File: src/rtl/adc_scan_pkg.sv
package adc_scan_pkg;
    localparam int DATA_W = 10;
    localparam int CHAN_W = 4;
    localparam int POS_N  = 4;
    localparam int POS_W  = $clog2(POS_N);

    typedef enum logic [1:0] {
        ST_IDLE   = 2'd0,
        ST_LAUNCH = 2'd1,
        ST_WAIT   = 2'd2
    } seq_state_t;

    function automatic logic [CHAN_W-1:0] group_base(input logic [1:0] grp);
        case (grp)
            2'b01:   group_base = CHAN_W'(4);
            2'b10:   group_base = CHAN_W'(8);
            default: group_base = '0;
        endcase
    endfunction
endpackage

File: src/rtl/adc_scan_regs.sv
module adc_scan_regs
    import adc_scan_pkg::*;
(
    input  logic       clk,
    input  logic       rst_n,
    input  logic       ctl_we,
    input  logic       ctl_start,
    input  logic [1:0] ctl_grp,
    input  logic [1:0] ctl_cnt,
    input  logic       ctl_ie,
    input  logic       done_clr,
    input  logic       tmr_trig,
    input  logic       ext_trig,
    input  logic       pass_end,
    output logic       start_q,
    output logic [1:0] grp_q,
    output logic [1:0] cnt_q,
    output logic       done_q,
    output logic       irq
);
    logic ie_q;

    always_ff @(posedge clk or negedge rst_n) begin
        if (!rst_n) begin
            start_q <= 1'b0;
            grp_q   <= 2'b00;
            cnt_q   <= 2'b00;
            ie_q    <= 1'b0;
        end else begin
            if (ctl_we) begin
                start_q <= ctl_start;
                grp_q   <= ctl_grp;
                cnt_q   <= ctl_cnt;
                ie_q    <= ctl_ie;
            end
            if (tmr_trig || ext_trig)
                start_q <= 1'b1;
        end
    end

    always_ff @(posedge clk or negedge rst_n) begin
        if (!rst_n)
            done_q <= 1'b0;
        else if (pass_end)
            done_q <= 1'b1;
        else if (done_clr)
            done_q <= 1'b0;
    end

    assign irq = done_q & ie_q;

    p_pass_sets_done_r5: assert property (@(posedge clk) disable iff (!rst_n)
        pass_end |=> done_q);
    p_clear_done_r5: assert property (@(posedge clk) disable iff (!rst_n)
        (done_clr && !pass_end) |=> !done_q);
    p_trig_sets_start_r1: assert property (@(posedge clk) disable iff (!rst_n)
        (tmr_trig || ext_trig) |=> start_q);
endmodule

File: src/rtl/adc_scan_fsm.sv
module adc_scan_fsm
    import adc_scan_pkg::*;
(
    input  logic              clk,
    input  logic              rst_n,
    input  logic              start_q,
    input  logic [1:0]        grp_q,
    input  logic [1:0]        cnt_q,
    input  logic              cv_done,
    output logic              cv_start,
    output logic [CHAN_W-1:0] cv_chan,
    output logic              res_we,
    output logic [POS_W-1:0]  res_pos,
    output logic              pass_end
);
    seq_state_t        state, state_nx;
    logic [POS_W-1:0]  pos;
    logic [CHAN_W-1:0] act_base;
    logic [POS_W-1:0]  act_last;
    logic              at_last;

    assign at_last = (pos == act_last);

    always_ff @(posedge clk or negedge rst_n) begin
        if (!rst_n) state <= ST_IDLE;
        else        state <= state_nx;
    end

    always_comb begin
        state_nx = state;
        unique case (state)
            ST_IDLE:   if (start_q) state_nx = ST_LAUNCH;
            ST_LAUNCH: state_nx = start_q ? ST_WAIT : ST_IDLE;
            ST_WAIT: begin
                if (!start_q)     state_nx = ST_IDLE;
                else if (cv_done) state_nx = ST_LAUNCH;
            end
            default:   state_nx = ST_IDLE;
        endcase
    end

    always_ff @(posedge clk or negedge rst_n) begin
        if (!rst_n) begin
            pos      <= '0;
            act_base <= '0;
            act_last <= '0;
        end else begin
            unique case (state)
                ST_IDLE: pos <= '0;
                ST_LAUNCH: begin
                    if (start_q && pos == '0) begin
                        act_base <= group_base(grp_q);
                        act_last <= POS_W'(cnt_q);
                    end
                end
                ST_WAIT: begin
                    if (!start_q)     pos <= '0;
                    else if (cv_done) pos <= at_last ? '0 : pos + 1'b1;
                end
                default: pos <= '0;
            endcase
        end
    end

    always_comb begin
        cv_start = 1'b0;
        res_we   = 1'b0;
        pass_end = 1'b0;
        res_pos  = pos;
        cv_chan  = ((pos == '0) ? group_base(grp_q) : act_base) + CHAN_W'(pos);
        unique case (state)
            ST_IDLE:   ;
            ST_LAUNCH: cv_start = start_q;
            ST_WAIT: begin
                res_we   = start_q && cv_done;
                pass_end = start_q && cv_done && at_last;
            end
            default:   ;
        endcase
    end

    p_start_pulse_r9: assert property (@(posedge clk) disable iff (!rst_n)
        cv_start |=> !cv_start);
    p_pos_bound_r3: assert property (@(posedge clk) disable iff (!rst_n)
        (state == ST_WAIT) |-> (pos <= act_last));
    p_launch_to_wait_r9: assert property (@(posedge clk) disable iff (!rst_n)
        cv_start |=> (state == ST_WAIT || !start_q));
endmodule

File: src/rtl/adc_scan_results.sv
module adc_scan_results
    import adc_scan_pkg::*;
(
    input  logic                   clk,
    input  logic                   rst_n,
    input  logic                   we,
    input  logic [POS_W-1:0]       pos,
    input  logic [DATA_W-1:0]      data,
    output logic [POS_N*DATA_W-1:0] res_flat
);
    for (genvar g = 0; g < POS_N; g++) begin : g_slot
        always_ff @(posedge clk or negedge rst_n) begin
            if (!rst_n)
                res_flat[g*DATA_W +: DATA_W] <= '0;
            else if (we && pos == POS_W'(g))
                res_flat[g*DATA_W +: DATA_W] <= data;
        end
    end

    p_hold_without_write_r7: assert property (@(posedge clk) disable iff (!rst_n)
        !we |=> $stable(res_flat));
endmodule

File: src/rtl/adc_scan_ctrl.sv
module adc_scan_ctrl
    import adc_scan_pkg::*;
(
    input  logic              clk,
    input  logic              rst_n,
    input  logic              ctl_we,
    input  logic              ctl_start,
    input  logic [1:0]        ctl_grp,
    input  logic [1:0]        ctl_cnt,
    input  logic              ctl_ie,
    input  logic              done_clr,
    input  logic              tmr_trig,
    input  logic              ext_trig,
    input  logic              cv_done,
    input  logic [9:0]        cv_data,
    output logic              cv_start,
    output logic [3:0]        cv_chan,
    output logic              start_bit,
    output logic              done_flag,
    output logic              irq,
    output logic [9:0]        res_a,
    output logic [9:0]        res_b,
    output logic [9:0]        res_c,
    output logic [9:0]        res_d
);
    logic [1:0]              grp_q, cnt_q;
    logic                    res_we, pass_end;
    logic [POS_W-1:0]        res_pos;
    logic [POS_N*DATA_W-1:0] res_flat;

    adc_scan_regs u_regs (
        .clk(clk), .rst_n(rst_n), .ctl_we(ctl_we), .ctl_start(ctl_start),
        .ctl_grp(ctl_grp), .ctl_cnt(ctl_cnt), .ctl_ie(ctl_ie),
        .done_clr(done_clr), .tmr_trig(tmr_trig), .ext_trig(ext_trig),
        .pass_end(pass_end), .start_q(start_bit), .grp_q(grp_q),
        .cnt_q(cnt_q), .done_q(done_flag), .irq(irq)
    );

    adc_scan_fsm u_fsm (
        .clk(clk), .rst_n(rst_n), .start_q(start_bit), .grp_q(grp_q),
        .cnt_q(cnt_q), .cv_done(cv_done), .cv_start(cv_start),
        .cv_chan(cv_chan), .res_we(res_we), .res_pos(res_pos),
        .pass_end(pass_end)
    );

    adc_scan_results u_res (
        .clk(clk), .rst_n(rst_n), .we(res_we), .pos(res_pos),
        .data(cv_data), .res_flat(res_flat)
    );

    assign res_a = res_flat[0*DATA_W +: DATA_W];
    assign res_b = res_flat[1*DATA_W +: DATA_W];
    assign res_c = res_flat[2*DATA_W +: DATA_W];
    assign res_d = res_flat[3*DATA_W +: DATA_W];

    p_no_start_when_cleared_r7: assert property (@(posedge clk) disable iff (!rst_n)
        (!start_bit && $past(!start_bit)) |-> !cv_start);
endmodule

File: config.mk
export PLATFORM = sky130hd
export DESIGN_NAME = adc_scan_ctrl
export DESIGN_NICKNAME = d
export VERILOG_FILES = /design/src/rtl/adc_scan_pkg.sv /design/src/rtl/adc_scan_regs.sv /design/src/rtl/adc_scan_fsm.sv /design/src/rtl/adc_scan_results.sv /design/src/rtl/adc_scan_ctrl.sv
export SDC_FILE = /design/constraint.sdc
export NUM_CORES = 1
export LEC_CHECK = 0
export ABC_AREA = 1
export BUFFER_PORTS_ARGS = -buffer_cell sky130_fd_sc_hd__clkbuf_2
export CORE_ASPECT_RATIO = 0.75
export CORE_MARGIN = 2
export CORE_UTILIZATION = 50
export CTS_CLUSTER_DIAMETER = 100
export DETAILED_ROUTE_END_ITERATION = 8
export MAX_ROUTING_LAYER = met4
export PLACE_DENSITY = 0.77
export SYNTH_ARGS = -nofsm -noshare
export SYNTH_HDL_FRONTEND = slang
export SYNTH_HIERARCHICAL = 1
export SYNTH_SLANG_ARGS = --single-unit
File: constraint.sdc
create_clock -name clk -period 1.6 [get_ports clk]
set_input_delay 0.32 -clock clk [delete_from_list [all_inputs] [get_ports clk]]
set_output_delay 0.32 -clock clk [all_outputs]
set_load 0.005 [all_outputs]
==> run metrics <==
Mapped Cells=277; failing checks=hold timing; Root Driver=clkbuf_8; Switching Share=0.351; final antenna-violating net count=0; dominant cells by area after synthesis=dfrtp_1 (56%), nand2_1 (17%), nand4_1 (7.6%); reg2reg start=u_fsm/state[0]$_DFFE_PN0P_; Synth Flop Type=dfrtp_1; CP peak stage delay=0.40 ns; DR pass1 iterations=5; wire per inst=13.9 um; VDD IR-drop max=0.000865 V; Slew Viols, Final=0; Die Wd=85.0 um; warnings from Yosys=6; area leader, netlist=dfrtp_1; post-synth net total=301; first-pass GRT wire length=8.99 mm; setup_tns=0 ns; kind of critical path=register to output pin; initial drt markers=277; crit path DAT=1.22 ns; pre-CTS worst setup slack=0.116 ns; Worst-Margin Slew=0.342 ns; placed wire-length estimate=3.95 mm; Port Buf Inserts=70; gr usage total=0.219; FF-to-FF path depth=7; initial cell density of the core=0.511; CP startpoint kind=register; Boundary Pins=71; r2r endpoint=u_res/res_flat[34]$_DFFE_PN0P_; Crit path required time=1.28 ns; Tcrit/Tclk final=0.962; Flop pwr share=0.455; # setup viols final=0; chip height=64.7 um; unrepaired setup endpoints after global routing=true; #FFs+latches synth=55; diode count=0; Clock Skew=0.0107 ns; count of cell types in the netlist=19; Die ar.=5500 um2; critical path cell sequence=inv_2, ha_4, nor2_4, a21oi_2, buf_2; # DRC=0; top-count cell post-synth=nand2_1; initial antenna violation count=0; hold bufs inserted after CTS=0; share of layout cells above drive strength 1=0.316; CTS tree=done; fin util=0.621; Netlist Area Pre-Place=2460 um2; Vias=2101; Area Overhead vs Synth=21.7%; Fmax=0.650 GHz; clock slew at reported path FFs=0.10 ns; routed wire length=5.69 mm; Critical Path Sink Type=output pin; vias in the first global route=1815; Async S/R FF share, synth=1.00; clock share of power=0.205; Sw Pwr=1.57 mW; Post-synth top cells=nand2_1 (113), dfrtp_1 (55), nand4_1 (30); Placement Rows=22; Worst path top cell family by delay=flip-flops; number of synthesized flops with an enable pin=0; fin crit period=1.54 ns; R2R setup slack=0.08 ns; FILL cells=414; largest net degree at the start of global routing=56; run status=finished, violations left; Via density=5.15; Slew headroom=0.770; Hold WS=-0.00888 ns; clock tree buffer depth=2; clock sinks=55; worst min path class=input port to asynchronous set/reset pin; CTS buffer count=5; worst-path fanout max=5; Final Cell Area=2990 um2; Fin. Hold Viols=17; Crit-path slowest cell=dfrtp_1; max-cap violation count=0; nets=371; power per cell area=1490 nW/um2; Cell Int Power=2.89 mW; top cell type's share of synthesized area=0.560; Worst Path Buf+Inv=2; Worst-Skew Late Latency=0.31 ns; GRT Residual Overflow=0; Routability Congestion=0.809; Gate power share=0.340; Final WS setup=0.0609 ns; mean area per synthesized cell=8.88 um2; DP Area=2840 um2; Pleak=1.70 nW; H-tree levels=2; core area=4820 um2; sequential area share after synthesis=0.560
registers in the layout (all words and copies together), names as in the netlist:
register        flops
u_res/res_flat     40
u_fsm/act_last      2
u_regs/start_q      1
u_fsm/state         2
u_fsm/res_pos       2
u_regs/grp_q        2
u_fsm/act_base      2
u_regs/ie_q         1
u_regs/cnt_q        2
u_regs/done_q       1
layout make-up:
class / instances / area, um2 / area share
inverter: 17 / 63.8 / 0.0213
clock buffer: 5 / 68.8 / 0.0230
multi-input combinational: 189 / 922 / 0.308
clock inverter: 3 / 43.8 / 0.0146
tap: 60 / 75.1 / 0.0251
sequential: 55 / 1380 / 0.460
timing repair buffer: 79 / 443 / 0.148
cell usage in the layout, fill, tap and decap left out, types with 2 or more instances in the layout:
| cell type | count |
|---|---|
| nand2_1 | 112 |
| clkbuf_2 | 68 |
| dfrtp_1 | 55 |
| nand4_1 | 30 |
| nand3_1 | 13 |
| inv_1 | 10 |
| nor2_1 | 9 |
| buf_4 | 7 |
| inv_2 | 7 |
| clkbuf_8 | 5 |
| nor2_4 | 4 |
| nand2_2 | 4 |
| nand3_2 | 4 |
| a21oi_1 | 3 |
| buf_2 | 2 |
| buf_12 | 2 |
| nor3_1 | 2 |
| o21ai_0 | 2 |
layer usage:
metal  wire, um  vias up  track usage
met3        367        6       0.0599
met5          0        -            -
li1           -     1041            -
met2       2560       80        0.298
met1       2700      974        0.318
met4         59        0       0.0694
worst max path at each step:
stage,start,end,cells past startpoint
after floorplan,u_regs/start_q$_DFFE_PN0P_,u_res/res_flat[30]$_DFFE_PN0P_,6
after global placement,u_fsm/state[0]$_DFFE_PN0P_,u_res/res_flat[18]$_DFFE_PN0P_,7
after detailed placement,u_fsm/state[0]$_DFFE_PN0P_,u_res/res_flat[30]$_DFFE_PN0P_,7
after CTS,u_fsm/res_pos[0]$_DFFE_PN0P_,cv_chan[3],5
after global routing,u_fsm/state[0]$_DFFE_PN0P_,u_res/res_flat[32]$_DFFE_PN0P_,7
final,u_fsm/res_pos[1]$_DFFE_PN0P_,cv_chan[3],5
cell families (layout without fill, tap and decap cells):
kind of cell	Yosys count	in the layout	share of synthesized area
DFF	55	55	0.560
adders and majority gates	1	1	0.00509
and+or+nand+nor	180	180	0.341
AOI/OAI and AO/OA	8	8	0.0173
buffers and inverters	33	104	0.0773
timing repair:
action,CTS,global route
buffers inserted,0,2
gates resized for setup,4,7
pin swaps,0,4
setup endpoints to repair,2,16
power groups by stage:
stage | clock [mW] | sequential (mW) | combinational (mW)
finish | 0.915 | 2.03 | 1.52
global route | 1.01 | 2.08 | 1.72
CTS | 0.936 | 2.03 | 1.47
detailed placement | 0 | 2.05 | 1.45
global placement | 0 | 2.03 | 1.40
floorplan | 0 | 2.06 | 0.881
stage by stage:
| stage | total power, mW | cells |
|---|---|---|
| 2_1_floorplan | 2.94 | 277 |
| 3_3_place_gp | 3.43 | 398 |
| 3_5_place_dp | 3.50 | 398 |
| 4_1_cts | 4.43 | 406 |
| 5_1_grt | 4.81 | 408 |
| 6_report | 4.46 | 408 |
Power figures use the tool's default switching activity.
